**config.mk**
```make
export PLATFORM = sky130hd
export DESIGN_NAME = lightload_mode_ctrl
export DESIGN_NICKNAME = d
export VERILOG_FILES = /design/src/rtl/lightload_pkg.sv /design/src/rtl/lightload_thresh_sel.sv /design/src/rtl/lightload_run_count.sv /design/src/rtl/lightload_mode_fsm.sv /design/src/rtl/lightload_mode_ctrl.sv
export SDC_FILE = /design/constraint.sdc
export NUM_CORES = 1
export LEC_CHECK = 0
export ABC_AREA = 1
export BUFFER_PORTS_ARGS = -buffer_cell sky130_fd_sc_hd__buf_2
export CAP_MARGIN = 20
export CORE_UTILIZATION = 48
export CTS_BUF_LIST = sky130_fd_sc_hd__clkbuf_8 sky130_fd_sc_hd__clkbuf_16
export DETAILED_ROUTE_END_ITERATION = 8
export PLACE_DENSITY = 0.8
export SYNTH_ARGS = -nofsm -noshare
export SYNTH_HDL_FRONTEND = slang
export SYNTH_SLANG_ARGS = --single-unit
```
**constraint.sdc**
```tcl
create_clock -name clk -period 1.4 [get_ports clk]
set_input_delay 0.21 -clock clk [delete_from_list [all_inputs] [get_ports clk]]
set_output_delay 0.21 -clock clk [all_outputs]
set_load 0.03 [all_outputs]
```
**src/rtl/lightload_pkg.sv**
```systemverilog
package lightload_pkg;
  typedef enum logic {
    MODE_CCM = 1'b0,
    MODE_DCM = 1'b1
  } cond_mode_e;

  // selector codes for the current-limit level
  localparam logic [1:0] LIM_HIGH = 2'd0;
  localparam logic [1:0] LIM_MID  = 2'd1;
endpackage

```
**src/rtl/lightload_thresh_sel.sv**
```systemverilog
module lightload_thresh_sel #(
  parameter int SW       = 12,
  parameter int THR_HIGH = -173,
  parameter int THR_MID  = -157,
  parameter int THR_LOW  = -126
) (
  input  logic [1:0]           lim_sel,
  output logic signed [SW-1:0] entry_thr
);
  import lightload_pkg::*;

  localparam logic signed [SW-1:0] T_HIGH = THR_HIGH[SW-1:0];
  localparam logic signed [SW-1:0] T_MID  = THR_MID[SW-1:0];
  localparam logic signed [SW-1:0] T_LOW  = THR_LOW[SW-1:0];

  always_comb begin
    unique case (lim_sel)
      LIM_HIGH: entry_thr = T_HIGH;
      LIM_MID:  entry_thr = T_MID;
      default:  entry_thr = T_LOW;
    endcase
  end
endmodule

```
**src/rtl/lightload_run_count.sv**
```systemverilog
module lightload_run_count #(
  parameter int RUN_LEN = 48
) (
  input  logic clk,
  input  logic rst_n,
  input  logic clear,
  input  logic step,
  input  logic below,
  output logic run_done
);
  localparam int CW = (RUN_LEN > 1) ? $clog2(RUN_LEN) : 1;
  localparam logic [CW-1:0] LAST = CW'(RUN_LEN - 1);

  logic [CW-1:0] cnt_q;
  logic          at_last;

  assign at_last  = (cnt_q == LAST);
  assign run_done = step && below && at_last;

  always_ff @(posedge clk or negedge rst_n) begin
    if (!rst_n) begin
      cnt_q <= '0;
    end else if (clear) begin
      cnt_q <= '0;
    end else if (step) begin
      if (!below || at_last) cnt_q <= '0;
      else                   cnt_q <= cnt_q + 1'b1;
    end
  end
endmodule

```
**src/rtl/lightload_mode_fsm.sv**
```systemverilog
module lightload_mode_fsm (
  input  logic clk,
  input  logic rst_n,
  input  logic force_ccm,
  input  logic take,
  input  logic run_done,
  input  logic above_exit,
  output lightload_pkg::cond_mode_e mode
);
  import lightload_pkg::*;

  cond_mode_e mode_q;
  assign mode = mode_q;

  always_ff @(posedge clk or negedge rst_n) begin
    if (!rst_n) begin
      mode_q <= MODE_CCM;
    end else if (force_ccm) begin
      mode_q <= MODE_CCM;
    end else if (take) begin
      unique case (mode_q)
        MODE_CCM: if (run_done)   mode_q <= MODE_DCM;
        MODE_DCM: if (above_exit) mode_q <= MODE_CCM;
        default:  mode_q <= MODE_CCM;
      endcase
    end
  end
endmodule

```
**src/rtl/lightload_mode_ctrl.sv**
```systemverilog
module lightload_mode_ctrl #(
  parameter int SW        = 12,
  parameter int RUN_LEN   = 48,
  parameter int THR_HIGH  = -173,
  parameter int THR_MID   = -157,
  parameter int THR_LOW   = -126,
  parameter int EXIT_CODE = 60
) (
  input  logic                 clk,
  input  logic                 rst_n,
  input  logic                 sw_en,
  input  logic                 dcm_en,
  input  logic [1:0]           lim_sel,
  input  logic                 smp_valid,
  output logic                 smp_ready,
  input  logic signed [SW-1:0] smp_code,
  output logic                 dcm_mode
);
  import lightload_pkg::*;

  localparam logic signed [SW-1:0] EXIT_THR = EXIT_CODE[SW-1:0];

  logic                 ready_q;
  logic                 take;
  logic                 force_ccm;
  logic signed [SW-1:0] entry_thr;
  logic                 below;
  logic                 above_exit;
  logic                 run_done;
  cond_mode_e           mode;

  always_ff @(posedge clk or negedge rst_n) begin
    if (!rst_n) ready_q <= 1'b0;
    else        ready_q <= 1'b1;
  end

  assign smp_ready  = ready_q;
  assign take       = smp_valid && ready_q;
  assign force_ccm  = !sw_en || !dcm_en;
  assign below      = smp_code < entry_thr;
  assign above_exit = smp_code > EXIT_THR;

  lightload_thresh_sel #(
    .SW(SW), .THR_HIGH(THR_HIGH), .THR_MID(THR_MID), .THR_LOW(THR_LOW)
  ) u_thr (
    .lim_sel  (lim_sel),
    .entry_thr(entry_thr)
  );

  lightload_run_count #(.RUN_LEN(RUN_LEN)) u_run (
    .clk     (clk),
    .rst_n   (rst_n),
    .clear   (force_ccm || (mode == MODE_DCM)),
    .step    (take && (mode == MODE_CCM)),
    .below   (below),
    .run_done(run_done)
  );

  lightload_mode_fsm u_fsm (
    .clk       (clk),
    .rst_n     (rst_n),
    .force_ccm (force_ccm),
    .take      (take),
    .run_done  (run_done),
    .above_exit(above_exit),
    .mode      (mode)
  );

  assign dcm_mode = (mode == MODE_DCM);
endmodule

```
==> flow_metrics.py, run 1 <==
metrics = {
    "status": {
        "status": "finished, violations left",
        "violations": "negative setup slack",
    },
    "placement": {
        "place.gp.congestion": 0.817,
        "place_ws_ns": -0.147,
        "dp_cells": 131,
        "dp_hpwl_um": 1220,
        "dpl_cell_area_um2": 791,
        "port_buffers": 20,
    },
    "pwr": {
        "power_uw": 714,
        "pwr-share-clk_pct": 38.8,
        "ir_worst_vdd_v": 0.000538,
        "swShare_pct": 28.0,
        "power_frac_seq_pct": 35.8,
        "pwr-share-comb_pct": 25.4,
        "leakage_nw": 0.438,
        "p_switching_uw": 200,
        "intPower_uw": 514,
        "powerDensity_nw_per_um2": 794,
    },
    "yosys": {
        "ys_top_cells_by_area": "dfrtp_1 (31%), nand2_1 (13%), ha_1 (9.6%), inv_1 (9.2%), nor2_1 (4.0%)",
        "ys_async_sr_fraction_pct": 100,
        "synthDistinctLibCells": 23,
        "syn-mean-instance-area_um2": 6.92,
        "synth_xor_area_share_pct": 2.69,
        "yosys.area.top_type": "dfrtp_1",
        "synth-compound-area-share_pct": 12.7,
        "synth_nets": 118,
        "yosysWarnings": 0,
        "yosysMostFrequentCell": "nand2_1",
        "synth_top_family_by_area": "simple AND/OR/NAND/NOR gates",
        "synth_top_area_share_pct": 30.8,
        "ys_ff_latch": 8,
        "yosys-top-cells-count": "nand2_1 (23), inv_1 (16), dfrtp_1 (8)",
        "yosysSeqAreaShare_pct": 30.8,
        "synth_ff_type": "dfrtp_1",
        "syn_inst": 94,
        "synth_fa_ha_area_share_pct": 9.62,
        "synth-simple-area-share_pct": 33.8,
        "synth_edf_count": 0,
        "syn-cell-area_um2": 651,
        "synthMuxAreaShare_pct": 0,
    },
    "global_route": {
        "grt_pass1_vias": 608,
        "antenna_found_initial": 0,
        "grt_usage_pct": 25.3,
        "grt_overflow": 0,
        "grt_start_max_net_pins": 9,
        "grt_pass1_wl_um": 2550,
    },
    "route": {
        "finalWirelength_um": 1850,
        "drt_iter0_markers": 26,
        "drt_pass1_iterations": 4,
        "vias_per_cell": 5.32,
        "num_vias": 718,
        "drc": 0,
        "wl_per_cell_um": 13.7,
        "ant_nets": 0,
    },
    "sta": {
        "setup_violations": 1,
        "fin_tns_setup_ns": -0.0563,
        "hold_viol": 0,
        "post-route-min-period_ns": 1.46,
        "finalCritPeriodShare_pct": 104,
        "fin_skew_ns": 0.00893,
        "worst_slack_ns": -0.0563,
        "fmax_mhz": 687,
        "drv_slew": 0,
    },
    "worst_setup_path": {
        "cp.arrival_ns": 1.61,
        "endpoint_kind": "flop",
        "reg2reg_to": "u_fsm.mode$_DFFE_PN0P_",
        "r2r_slack_ns": -0.06,
        "start_kind": "flop",
        "r2r_start": "u_run.cnt_q[1]$_DFFE_PN0P_",
        "crit_path_max_fanout": 3,
        "startpoint": "u_run.cnt_q[1]$_DFFE_PN0P_",
        "path_class": "flop to flop",
        "reg2regPathDepth": 6,
        "cp.required_ns": 1.56,
    },
    "cells_and_area": {
        "nNetsFinal": 147,
        "fin_cells": 135,
        "diodes": 0,
        "layout-drive-gt1-share_pct": 36.4,
        "area_delta_synth_final_pct": 38.3,
        "finalInstanceArea_um2": 900,
    },
    "floorplan": {
        "initial_core_util_pct": 54.9,
        "die_height_um": 38.8,
        "pin_count": 21,
        "die_area_um2": 1510,
        "coreArea_um2": 1190,
        "rows": 12,
        "die_x_um": 38.8,
    },
    "clock_network": {
        "cts_root_buf": "clkbuf_8",
        "cts_inserted_buffers": 3,
        "htree_levels": 1,
        "postCtsSetupBuffers": 0,
        "clk_path_buf_depth": 2,
        "clk_pin_slew_ns": 0.04,
        "clock_latency_ns": 0.23,
        "clock_sinks": 8,
        "cts_tree": "built",
    },
    "flow_run": {
        "maxCapViolations": 0,
    },
    "worst_hold_path": {
        "hold_path.class": "input port to asynchronous set/reset pin",
    },
}
[worst max-delay path: stages, from the launching register on]
cell and delay [ns]:
dfrtp_1 0.38, ha_2 0.22, nand3_2 0.11, buf_4 0.16, nor4_1 0.27, nand2_1 0.10, a21oi_1 0.15
[cell usage in the layout, fill, tap and decap left out, types with 2 or more instances in the layout]
cell type   n
o21ai_1     3
dfrtp_1     8
nand2_1    21
ha_4        2
o21ai_0     2
buf_2      20
a21oi_1     3
ha_1        2
nor2_2      2
clkbuf_8    3
inv_1      16
nand4_1     4
a21oi_2     3
nor2_1      6
buf_4       3
nand3_2     3
nand2_2     3
nand3_1     4
[sequential cells by signal (all words and copies together), names as in the netlist]
| name | flops |
|---|---|
| u_run.cnt_q | 6 |
| u_fsm.mode | 1 |
| smp_ready | 1 |
[per-layer routing]
layer / track usage, % / share of wire [%] / vias to the layer above
met5: 0 / 0 / -
met4: 5.17 / 0 / 0
met3: 10.4 / 5.7 / 0
met2: 40.4 / 50 / 25
met1: 31.8 / 44 / 335
li1: - / - / 358
[logic make-up after synthesis]
| logic type | after synthesis |
|---|---|
| simple gates | 47 |
| buf+inv | 17 |
| compound gates | 14 |
| flops | 8 |
| fa+ha+maj | 5 |
| xor+xnor | 2 |
| other cells | 1 |
[stage by stage]
stage,hold slack [ns],utilization (%)
after floorplan,-0.0856,-
after global placement,0.0653,66.7
after detailed placement,0.0631,66.7
after CTS,0.354,71.0
after global routing,0.370,75.8
final,0.349,75.8
[what timing repair did]
| item | 4_1_cts | 5_1_grt |
|---|---|---|
| hold buffers | 1 | 0 |
| setup endpoints to repair | 0 | 5 |
| resized for setup | 0 | 14 |
| hold endpoints to repair | 8 | 0 |
[power groups by stage]
stage          Sequential, mW  Combinational [mW]  Clock, mW
2_1_floorplan           0.262              0.0800          0
5_1_grt                 0.257               0.204      0.297
4_1_cts                 0.255               0.161      0.282
6_report                0.256               0.181      0.277
3_5_place_dp            0.258               0.159          0
3_3_place_gp            0.258               0.153          0
[cell type report]
class | count | area, um^2
Tap cell | 14 | 17.5
Timing Repair Buffer | 24 | 133
Inverter | 17 | 63.8
Fill cell | 94 | 287
Sequential cell | 8 | 200
Multi-Input combinational cell | 69 | 444
Clock buffer | 3 | 41.3
[worst max path at each step]
| stage | to | slack, ns | cells past startpoint |
|---|---|---|---|
| 6_report | u_fsm.mode$_DFFE_PN0P_ | -0.06 | 6 |
| 3_3_place_gp | u_run.cnt_q[0]$_DFFE_PN0P_ | -0.09 | 10 |
| 2_1_floorplan | u_run.cnt_q[5]$_DFFE_PN0P_ | 0.09 | 9 |
| 3_5_place_dp | u_run.cnt_q[3]$_DFFE_PN0P_ | -0.15 | 10 |
| 4_1_cts | u_run.cnt_q[3]$_DFFE_PN0P_ | 0.05 | 6 |
| 5_1_grt | u_fsm.mode$_DFFE_PN0P_ | -0.13 | 6 |
Note: power is estimated with default switching activity, not from simulation.
==> run 2, diff against run 1 <==
==> constraint.sdc (replaced) <==
create_clock -name clk -period 1.6 [get_ports clk]
set_input_delay 0.16 -clock clk [delete_from_list [all_inputs] [get_ports clk]]
set_output_delay 0.16 -clock clk [all_outputs]
set_load 0.03 [all_outputs]
==> run 2 against run 1 <==
Effect of this change: the flow now finishes without violations; hold slack got worse by 0.050 ns; sequential share of layout area rose by 2.2 points; core utilization fell by 6.8 points; sequential power fell by 12%; routed wire length fell by 26%; design area fell by 8.9%; largest cell class unchanged.
==> flow_metrics.py, run 2 (synthesis gave the netlist of run 1 again) <==
metrics = {
    "flow_run": {
        "maxCapViolations": 0,
    },
    "pwr": {
        "powerDensity_nw_per_um2": 720,
        "leakage_nw": 0.423,
        "ir_worst_vdd_v": 0.000570,
    },
    "floorplan": {
        "die_height_um": 38.8,
        "pin_count": 21,
        "rows": 12,
        "die_area_um2": 1510,
        "die_x_um": 38.8,
        "initial_core_util_pct": 54.9,
        "coreArea_um2": 1190,
    },
    "clock_network": {
        "clk_pin_slew_ns": 0.04,
        "cts_inserted_buffers": 3,
        "cts_tree": "built",
        "cts_root_buf": "clkbuf_8",
        "htree_levels": 1,
        "clk_path_buf_depth": 2,
        "clock_latency_ns": 0.23,
        "clock_sinks": 8,
        "postCtsSetupBuffers": 0,
    },
    "sta": {
        "hold_viol": 0,
        "fmax_mhz": 709,
        "post-route-min-period_ns": 1.41,
        "finalCritPeriodShare_pct": 88.2,
        "setup_violations": 0,
        "worst_slack_ns": 0.189,
        "fin_tns_setup_ns": 0,
        "fin_skew_ns": 0.00542,
        "drv_slew": 0,
        "rsz0062_at_grt": "false",
    },
    "placement": {
        "port_buffers": 20,
        "place_ws_ns": 0.0922,
        "dp_hpwl_um": 1150,
        "dp_cells": 128,
        "dpl_cell_area_um2": 768,
        "place.gp.congestion": 0.826,
    },
    "cells_and_area": {
        "fin_cells": 132,
        "layout_commonest_cell": "nand2_1",
        "utilization_pct": 69.1,
        "regMostFlops": "u_run.cnt_q",
        "mostFrequentLayoutCells": "nand2_1 (23), buf_2 (20), inv_1 (16)",
        "largest_register_ffs": 6,
        "area_delta_synth_final_pct": 26.0,
        "nNetsFinal": 144,
        "layout-drive-gt1-share_pct": 27.1,
        "finalInstanceArea_um2": 820,
        "diodes": 0,
    },
    "worst_setup_path": {
        "start_kind": "flop",
        "path_class": "flop to flop",
        "crit_path_max_fanout": 5,
        "endpoint_kind": "flop",
        "cp.arrival_ns": 1.56,
        "cp.required_ns": 1.75,
    },
    "route": {
        "finalWirelength_um": 1370,
        "drt_pass1_iterations": 4,
        "drc": 0,
        "vias_per_cell": 5.08,
        "num_vias": 670,
        "ant_nets": 0,
        "drt_iter0_markers": 10,
        "wl_per_cell_um": 10.4,
    },
    "worst_hold_path": {
        "hold_path.class": "input port to asynchronous set/reset pin",
    },
    "global_route": {
        "grt_overflow": 0,
        "grt_pass1_vias": 593,
        "grt_pass1_wl_um": 2410,
        "grt_start_max_net_pins": 9,
        "grt_usage_pct": 25.3,
        "antenna_found_initial": 0,
    },
    "status": {
        "status": "finished clean",
    },
}
run 2: repair_timing:
action / in CTS / in global routing
resized for setup: 0 / 0
hold buffers: 1 / 0
endpoints found under the hold margin: 8 / 0
run 2: final timing paths:
kind	from	end	slack (ns)	cells past startpoint
hold / removal	rst_n	u_run.cnt_q[5]$_DFFE_PN0P_	0.30	2
max in group asynchronous	rst_n	u_run.cnt_q[4]$_DFFE_PN0P_	1.13	2
hold reg to reg	u_run.cnt_q[1]$_DFFE_PN0P_	u_run.cnt_q[1]$_DFFE_PN0P_	0.56	2
setup reg to reg	u_run.cnt_q[0]$_DFFE_PN0P_	u_run.cnt_q[3]$_DFFE_PN0P_	0.19	6
min in group clk	dcm_en	u_run.cnt_q[2]$_DFFE_PN0P_	0.31	5
setup / recovery	u_run.cnt_q[0]$_DFFE_PN0P_	u_run.cnt_q[3]$_DFFE_PN0P_	0.19	6
run 2: layout make-up:
cell class	count	area, um^2
timing repair buffer	21	110
clock buffer	3	41.3
fill	110	367
tap	14	17.5
sequential	8	200
inverter	17	63.8
multi-input combinational	69	387
run 2: layer usage:
metal  part of all wire (%)  track usage, %  wire [um]
met2                     43            39.6        588
met4                    3.1            15.5         42
met5                      0               0          0
met3                    7.1            10.4         98
met1                     47            28.2        644
run 2: where the power goes:
part / internal (mW) / total [mW] / switching [mW] / leakage (nW)
logic: 0.0525 / 0.120 / 0.0677 / 0.293
clock network: 0.163 / 0.243 / 0.0802 / 0.0216
registers: 0.215 / 0.226 / 0.0114 / 0.109
run 2: worst max-delay path: stages, from the launching register on:
cell	delay [ns]
dfrtp_1	0.40
ha_1	0.25
nand3_2	0.12
nor2_1	0.06
a21oi_2	0.25
nand3_1	0.12
a21oi_1	0.13
run 2: metrics by stage:
stage / hold WS, ns / power, mW
floorplan: -0.136 / 0.299
global placement: 0.0121 / 0.344
detailed placement: 0.0136 / 0.347
CTS: 0.298 / 0.599
global route: 0.334 / 0.633
finish: 0.298 / 0.590
==> run 3, diff against run 2 <==
Settings changed: CORE_UTILIZATION 48 to 45, PLACE_DENSITY 0.8 to 0.76.
==> run 3 against run 2 <==
Effect of this change: hold slack improved by 0.0072 ns; via count decreased by 2.7%; global-route usage decreased by 4.1 points; die area increased by 6.3%; design area increased by 0.15%; cell count increased by 0.76%; fmax increased by 1.2%; register-to-register slack improved by 0.02 ns; count of clock-buffer cells in the layout unchanged; worst setup slack improved by 0.017 ns; power decreased by 0.55%; critical endpoint is now u_run.cnt_q[0]$_DFFE_PN0P_; largest power group unchanged.
==> flow_metrics.py, run 3 (synthesis gave the netlist of run 1 again) <==
metrics = {
    "worst_setup_path": {
        "reg2regPathDepth": 6,
        "cp_num_cells": 6,
        "slowest_delay_ns": 0.40,
        "crit_path_max_fanout": 5,
        "path_class": "flop to flop",
        "crit_chain": "ha_1 -> nand3_2 -> nor2_1 -> a21oi_2 -> nand3_2 -> a21oi_2",
        "path_buf_inv": 0,
        "cp.arrival_ns": 1.55,
        "cpLargestDelayFamily": "flip-flops",
        "r2r_start": "u_run.cnt_q[0]$_DFFE_PN0P_",
        "endpoint_kind": "flop",
        "reg2reg_to": "u_run.cnt_q[0]$_DFFE_PN0P_",
        "r2r_slack_ns": 0.21,
        "start_kind": "flop",
        "slowest_stage": "dfrtp_1",
        "cp.required_ns": 1.76,
    },
    "pwr": {
        "pwr-share-comb_pct": 20.5,
        "p_switching_uw": 156,
        "power_frac_seq_pct": 38.4,
        "ir_worst_vdd_v": 0.000739,
        "swShare_pct": 26.6,
        "intPower_uw": 430,
        "pwr-share-clk_pct": 41.1,
        "powerDensity_nw_per_um2": 715,
        "leakage_nw": 0.423,
    },
    "clock_network": {
        "cts_resized": 0,
        "cts_root_buf": "clkbuf_8",
        "clock_sinks": 8,
        "cts_tree": "built",
        "clk_path_buf_depth": 2,
        "cts_hold_buf": 1,
        "cts_inserted_buffers": 3,
        "clk_pin_slew_ns": 0.04,
        "clock_latency_ns": 0.23,
        "htree_levels": 1,
        "postCtsSetupBuffers": 0,
    },
    "route": {
        "top_layer_used": "met3",
        "routed-wl-met2_um": 568,
        "num_vias": 652,
        "ant_nets": 0,
        "finalWirelength_um": 1350,
        "met1Wirelength_um": 662,
        "vias_per_cell": 4.90,
        "drc": 0,
        "drt_iter0_markers": 32,
        "wl_met3_um": 119,
        "drt_pass1_iterations": 4,
        "wl_per_cell_um": 10.1,
    },
    "status": {
        "status": "finished clean",
    },
    "placement": {
        "port_buffers": 20,
        "dpl_cell_area_um2": 769,
        "dp_hpwl_um": 1100,
        "dp_cells": 129,
        "place.gp.congestion": 0.823,
    },
    "global_route": {
        "grt_usage_pct": 21.2,
        "grt_overflow": 0,
        "grt_pass1_wl_um": 2240,
        "grt_start_max_net_pins": 9,
        "grt_pass1_vias": 552,
        "antenna_found_initial": 0,
    },
    "cells_and_area": {
        "area_delta_synth_final_pct": 26.2,
        "mostFrequentLayoutCells": "nand2_1 (23), buf_2 (20), inv_1 (16)",
        "finalInstanceArea_um2": 821,
        "layout_commonest_cell": "nand2_1",
        "multiInputGateArea_um2": 387,
        "fillers": 128,
        "diodes": 0,
        "largest_register_ffs": 6,
        "seq_area_um2": 200,
        "nNetsFinal": 144,
        "layout-drive-gt1-share_pct": 27.1,
        "utilization_pct": 62.3,
        "fin_cells": 133,
        "regMostFlops": "u_run.cnt_q",
    },
    "sta": {
        "finalCritPeriodShare_pct": 87.1,
        "post-route-min-period_ns": 1.39,
        "drv_slew": 0,
        "setup_violations": 0,
        "rsz0062_at_grt": "false",
        "fmax_mhz": 718,
        "fin_skew_ns": 0.000791,
        "finalHoldWorstSlack_ns": 0.306,
        "fin_tns_setup_ns": 0,
        "hold_viol": 0,
    },
    "floorplan": {
        "die_area_um2": 1600,
        "die_height_um": 40.0,
        "coreArea_um2": 1320,
        "initial_core_util_pct": 49.4,
        "rows": 13,
        "die_x_um": 40.0,
        "pin_count": 21,
    },
    "flow_run": {
        "maxCapViolations": 0,
    },
    "worst_hold_path": {
        "hold_path.class": "input port to asynchronous set/reset pin",
    },
}
==> run 3: power groups by stage <==
stage,Combinational (mW),Clock [mW],Sequential [mW]
global placement,0.115,0,0.228
floorplan,0.0700,0,0.229
CTS,0.122,0.244,0.225
detailed placement,0.120,0,0.228
global route,0.139,0.262,0.228
finish,0.120,0.241,0.225
==> run 3: layout make-up <==
class,count,share of cell area [%]
tap,15,2.29
inverter,17,7.77
sequential,8,24.4
timing repair buffer,21,13.4
clock buffer,3,5.03
multi-input combinational,69,47.1
==> run 3: how the worst max path moves through the flow <==
stage                                 endpoint  slack, ns                        from
global route        u_run.cnt_q[0]$_DFFE_PN0P_        0.1  u_run.cnt_q[0]$_DFFE_PN0P_
detailed placement  u_run.cnt_q[1]$_DFFE_PN0P_       0.13                  lim_sel[1]
floorplan           u_run.cnt_q[5]$_DFFE_PN0P_       0.34                  lim_sel[1]
CTS                 u_run.cnt_q[0]$_DFFE_PN0P_       0.20  u_run.cnt_q[0]$_DFFE_PN0P_
finish              u_run.cnt_q[0]$_DFFE_PN0P_       0.21  u_run.cnt_q[0]$_DFFE_PN0P_
global placement    u_run.cnt_q[1]$_DFFE_PN0P_       0.15                  lim_sel[1]
==> run 3: stage by stage <==
step	worst slack, ns	total power [mW]
6_report	0.206	0.586
5_1_grt	0.0974	0.629
4_1_cts	0.199	0.591
3_5_place_dp	0.125	0.348
3_3_place_gp	0.149	0.343
2_1_floorplan	0.340	0.299
==> run 3: metal layers <==
layer / vias to the layer above / GRT usage [%]
li1: 350 / -
met3: 0 / 10.0
met2: 23 / 31.5
met4: 0 / 2.59
met1: 279 / 28.6
met5: - / 0
